$ cat src/rtl/dma_pkg.sv
package dma_pkg;
  typedef enum logic [1:0] {
    ST_IDLE = 2'd0,
    ST_RD   = 2'd1,
    ST_WR   = 2'd2
  } dma_state_e;

  localparam logic [1:0] SEL_SRC  = 2'd0;
  localparam logic [1:0] SEL_DST  = 2'd1;
  localparam logic [1:0] SEL_LEN  = 2'd2;
  localparam logic [1:0] SEL_CTRL = 2'd3;
endpackage

$ cat src/rtl/dma_regs.sv
module dma_regs #(
  parameter int AW = 16,
  parameter int CW = 16
) (
  input  logic          clk_i,
  input  logic          rst_ni,
  input  logic          wr_en_i,
  input  logic [1:0]    wr_sel_i,
  input  logic [AW-1:0] wr_data_i,
  input  logic          step_i,
  output logic [AW-1:0] src_o,
  output logic [AW-1:0] dst_o,
  output logic [CW-1:0] cnt_o
);
  import dma_pkg::*;

  always_ff @(posedge clk_i or negedge rst_ni) begin
    if (!rst_ni) begin
      src_o <= '0;
      dst_o <= '0;
      cnt_o <= '0;
    end else if (wr_en_i) begin
      case (wr_sel_i)
        SEL_SRC: src_o <= wr_data_i;
        SEL_DST: dst_o <= wr_data_i;
        SEL_LEN: cnt_o <= CW'(wr_data_i);
        default: ;
      endcase
    end else if (step_i) begin
      src_o <= src_o + AW'(1);
      dst_o <= dst_o + AW'(1);
      cnt_o <= cnt_o - CW'(1);
    end
  end
endmodule

$ cat src/rtl/dma_ctrl.sv
module dma_ctrl (
  input  logic clk_i,
  input  logic rst_ni,
  input  logic start_i,
  input  logic len_zero_i,
  input  logic last_i,
  input  logic cpu_req_i,
  output logic busy_o,
  output logic done_o,
  output logic mem_req_o,
  output logic mem_we_o,
  output logic rd_fire_o,
  output logic wr_fire_o
);
  import dma_pkg::*;

  dma_state_e state_q, state_d;
  logic       done_q;

  assign busy_o    = (state_q != ST_IDLE);
  assign done_o    = done_q;
  assign rd_fire_o = (state_q == ST_RD) && !cpu_req_i;
  assign wr_fire_o = (state_q == ST_WR) && !cpu_req_i;
  assign mem_req_o = rd_fire_o || wr_fire_o;
  assign mem_we_o  = wr_fire_o;

  always_comb begin
    state_d = state_q;
    unique case (state_q)
      ST_IDLE: if (start_i && !len_zero_i) state_d = ST_RD;
      ST_RD:   if (rd_fire_o) state_d = ST_WR;
      ST_WR:   if (wr_fire_o) state_d = last_i ? ST_IDLE : ST_RD;
      default: state_d = ST_IDLE;
    endcase
  end

  always_ff @(posedge clk_i or negedge rst_ni) begin
    if (!rst_ni) begin
      state_q <= ST_IDLE;
      done_q  <= 1'b0;
    end else begin
      state_q <= state_d;
      if (start_i && !busy_o) done_q <= len_zero_i;
      else if (wr_fire_o && last_i) done_q <= 1'b1;
    end
  end
endmodule

$ cat src/rtl/dma_steal.sv
module dma_steal #(
  parameter int AW = 16,
  parameter int DW = 16,
  parameter int CW = 16
) (
  input  logic          clk_i,
  input  logic          rst_ni,
  input  logic          reg_we_i,
  input  logic [1:0]    reg_addr_i,
  input  logic [AW-1:0] reg_wdata_i,
  output logic          busy_o,
  output logic          done_o,
  input  logic          cpu_req_i,
  output logic          mem_req_o,
  output logic          mem_we_o,
  output logic [AW-1:0] mem_addr_o,
  output logic [DW-1:0] mem_wdata_o,
  input  logic [DW-1:0] mem_rdata_i
);
  import dma_pkg::*;

  logic [AW-1:0] src, dst;
  logic [CW-1:0] cnt;
  logic          start, cfg_wr, rd_fire, wr_fire;
  logic [DW-1:0] word_q;

  // config and start accepted only while idle
  assign cfg_wr = reg_we_i && !busy_o && (reg_addr_i != SEL_CTRL);
  assign start  = reg_we_i && !busy_o && (reg_addr_i == SEL_CTRL) && reg_wdata_i[0];

  dma_regs #(.AW(AW), .CW(CW)) i_regs (
    .clk_i     (clk_i),
    .rst_ni    (rst_ni),
    .wr_en_i   (cfg_wr),
    .wr_sel_i  (reg_addr_i),
    .wr_data_i (reg_wdata_i),
    .step_i    (wr_fire),
    .src_o     (src),
    .dst_o     (dst),
    .cnt_o     (cnt)
  );

  dma_ctrl i_ctrl (
    .clk_i      (clk_i),
    .rst_ni     (rst_ni),
    .start_i    (start),
    .len_zero_i (cnt == '0),
    .last_i     (cnt == CW'(1)),
    .cpu_req_i  (cpu_req_i),
    .busy_o     (busy_o),
    .done_o     (done_o),
    .mem_req_o  (mem_req_o),
    .mem_we_o   (mem_we_o),
    .rd_fire_o  (rd_fire),
    .wr_fire_o  (wr_fire)
  );

  always_ff @(posedge clk_i or negedge rst_ni) begin
    if (!rst_ni)      word_q <= '0;
    else if (rd_fire) word_q <= mem_rdata_i;
  end

  assign mem_addr_o  = mem_we_o ? dst : src;
  assign mem_wdata_o = word_q;
endmodule

$ cat config.mk
export PLATFORM = sky130hd
export DESIGN_NAME = dma_steal
export DESIGN_NICKNAME = d
export VERILOG_FILES = /design/src/rtl/dma_pkg.sv /design/src/rtl/dma_regs.sv /design/src/rtl/dma_ctrl.sv /design/src/rtl/dma_steal.sv
export SDC_FILE = /design/constraint.sdc
export NUM_CORES = 1
export LEC_CHECK = 0
export BUFFER_PORTS_ARGS = -buffer_cell sky130_fd_sc_hd__buf_4
export CAP_MARGIN = 40
export CORE_MARGIN = 2
export CORE_UTILIZATION = 56
export CTS_CLUSTER_SIZE = 10
export DETAILED_ROUTE_END_ITERATION = 6
export GPL_ROUTABILITY_DRIVEN = 0
export PLACE_DENSITY = 0.9
export SLEW_MARGIN = 20
export SYNTH_ARGS = -nofsm -noshare
export SYNTH_HDL_FRONTEND = slang
export SYNTH_HIERARCHICAL = 1
export SYNTH_SLANG_ARGS = --single-unit
$ cat constraint.sdc
create_clock -name clk_i -period 5.66 [get_ports clk_i]
set_input_delay 0.849 -clock clk_i [delete_from_list [all_inputs] [get_ports clk_i]]
set_output_delay 0.849 -clock clk_i [all_outputs]
set_load 0.05 [all_outputs]
==> metrics.md <==
| Metric | Value |
|---|---|
| Synth Flop Type | dfrtp_1 |
| Final Setup Violations | 0 |
| Top Layer Used | met4 |
| Max rail drop VDD | around 0.00036 V |
| Slew Limit Fails | 0 |
| Static Leak | 2.093 nW |
| CP endpoint kind | output pin |
| Cts bufs inserted | 9 |
| Die Ht | 90.15 µm |
| Via Count | 3,942 |
| WL met2 | ~5400 µm |
| Via density | 6.526 |
| #FFs+latches synth | 67 |
| Most frequent cells in the layout | buf_4, dfrtp_1, nand2_1 |
| Synth area leader | dfrtp_1 |
| Fin crit share | about three fifths |
| Reg2reg path depth | 9 |
| Max_cap viols | 0 |
| H-tree levels | 3 |
| Worst-Skew Late Latency | 350 ps |
| Worst Setup EP | mem_addr_o[6] |
| Top-area cell type share of the netlist area | 40.34% |
| P&R area growth vs syn | 18.87% |
| Gr usage total | 28.29% |
| Async SR Flop Fraction | 100.0% |
| Synth unique cells | 59 |
| Max clock buf depth | 2 |
| Met1 wire length | 4549 µm |
| Synth top area cells | dfrtp_1, mux2_2, mux2i_1, nand2_1, a21oi_1 |
| Final Hold Viols | 0 |
| Fin Setup TNS | 0 ps |
| Final Power | 2.503 mW |
| Clk sinks | 67 |
| Commonest non-fill, non-tap cell in the layout | buf_4 |
| Chip Width | 90.15 µm |
| CTS root buffer | clkbuf_8 |
| Port bufs | 73 |
| Pwr Density | 506.6 nW/µm² |
| Worst Setup SP | cpu_req_i |
| Worst Setup Path Type | in2out |
| Ys Warns | 6 |
| Mean Syn Cell Area | 9.533 µm² |
| DP Wirelength | 7863 µm |
| Maximum clock frequency | 285.1 MHz |
| Final WL | 11,220 µm |
| Reg2reg setup slack | approximately 2500 ps |
| Cts hold-fix bufs | 0 |
| Final net count | between 500 and 600 |
| Largest net degree at the start of global routing | 68 |
| Drt first-iter violations | between 300 and 400 |
| Wire length per cell | 18.58 µm |
| DRC violations left | 0 |
| CP Data Required Time | 4810 ps |
| Crit Reg-Reg Endpoint | i_regs/src_o[2] |
| RSZ-0062 raised after global routing | no |
| Post-CTS setup buffers | 0 |
| Startpoint types | input port |
| Met3 Wirelength | 1020 µm |
| Initial antenna violation count | 0 |
| Post-synth EDFFs | 0 |
| Clock slew at the register clock pins of the worst setup and hold paths | 70 ps |
| Core area | a little over 7000 µm² |
| Data arrival time of the critical path | approximately 2700 ps |
| Sequential area share after synthesis | 40.34% |
| Min-delay worst type | in2async |
| Initial core utilization | between 50% and 60% |
| IO Pins | 74 |
| Die footprint | 8127 µm² |
| Post-Syn Area | 4156 µm² |
| TritonCTS clock tree | built |
| Placement Rows | 31 |
| Antenna-violating nets left | 0 |
| Worst-margin pin slew | just under 800 ps |
| Synth Instances | 436 |
| Status | finished clean |
| ANT cells | 0 |
| First-pass GRT wire length | between 15,000 and 20,000 µm |
| Layout cells sized above 1 | 28.32% |
| Critical R2R Launch | i_ctrl/state_q[0] |
| Drt pass-1 iters | 5 |
| Tmin final | ~3500 ps |
| PostCTS Resize Cnt | 0 |
| Rel. slew slack | 47.62% |
| Synth Net Count | 477 |
| Final Skew | 8.250 ps |
| Vias in the first global route | 3,835 |
| Crit Path Max Fanout | 29 |
| Congestion Overflow GR | 0 |
## Yosys cell counts (all sizes together) (6+ instances only)
cell type	count
inv	10
dfrtp	67
nand3b	6
a22oi	10
mux2i	27
nor3b	6
nor4	8
o22ai	18
nand2	42
a21oi	28
clkbuf	15
nor2b	9
buf	9
or4	7
and3	6
nand3	22
nand4	10
o21ai	26
nor3	12
mux2	35
nor2	18
## worst max-delay path: stages
cell and delay, ps:
buf_4 140, nor3b_4 640, buf_4 440, mux2_2 380, buf_4 190
## power breakdown
part	internal (mW)	leakage [nW]	total, mW	switching (mW)
combinational	0.479	1.21	1.31	0.832
sequential	0.643	0.793	0.849	0.206
clock	0.167	0.0860	0.343	0.177
## per-layer routing
layer / global-route usage [%] / vias up
met2: 45.43 / 228
met4: 9.872 / 0
met1: 37.86 / 1913
li1: - / 1777
met3: 6.454 / 24
met5: 0 / -
## per-stage QoR
| step | setup WS, ps | utilization (%) | cells | area (µm²) | hold slack [ps] |
|---|---|---|---|---|---|
| after floorplan | 2417 | - | 436 | 4156 | 475.5 |
| after global placement | 2179 | 65.78 | 587 | 4746 | 490.6 |
| after detailed placement | 2167 | 65.89 | 588 | 4753 | 500.6 |
| after CTS | 2160 | 68.11 | 603 | 4913 | 516.0 |
| after global routing | 2076 | 68.49 | 604 | 4941 | 316.1 |
| final | 2152 | 68.49 | 604 | 4941 | 318.6 |
## cell families after synthesis
family	share of synthesized area (%)
AO/OA/AOI/OAI	15.71
XOR/XNOR	0.4215
adder cells (fa/ha/maj)	0.9032
buffers and inverters	3.612
flip-flops	40.34
multiplexers	15.98
AND/OR/NAND/NOR	23.03
## how the worst min path moves through the flow
stage,endpoint,startpoint,depth (start not counted),slack (ps)
finish,mem_wdata_o[2],rst_ni,1,320
global route,mem_wdata_o[4],rst_ni,1,320
CTS,mem_wdata_o[14],mem_wdata_o[14],1,520
detailed placement,mem_wdata_o[14],mem_wdata_o[14],1,500
global placement,mem_wdata_o[6],mem_wdata_o[6],1,490
floorplan,i_regs/cnt_o[15],i_regs/cnt_o[15],1,480
## sequential cells by signal, indices dropped and copies added, names as in the netlist
name,cells
i_ctrl/done_o,1
i_ctrl/state_q,2
i_regs/cnt_o,16
i_regs/dst_o,16
i_regs/src_o,16
mem_wdata_o,16
## layout make-up
cell class / count / area, µm²
multi-input cells: 334 / 2333
well taps: 99 / 123.9
clock buffers: 12 / 145.1
flip-flops and latches: 67 / 1677
repair buffers: 78 / 605.6
clock inverters: 3 / 15.01
inverters: 11 / 41.29
fillers: 557 / 2273
(Power assumes the default switching activity.)
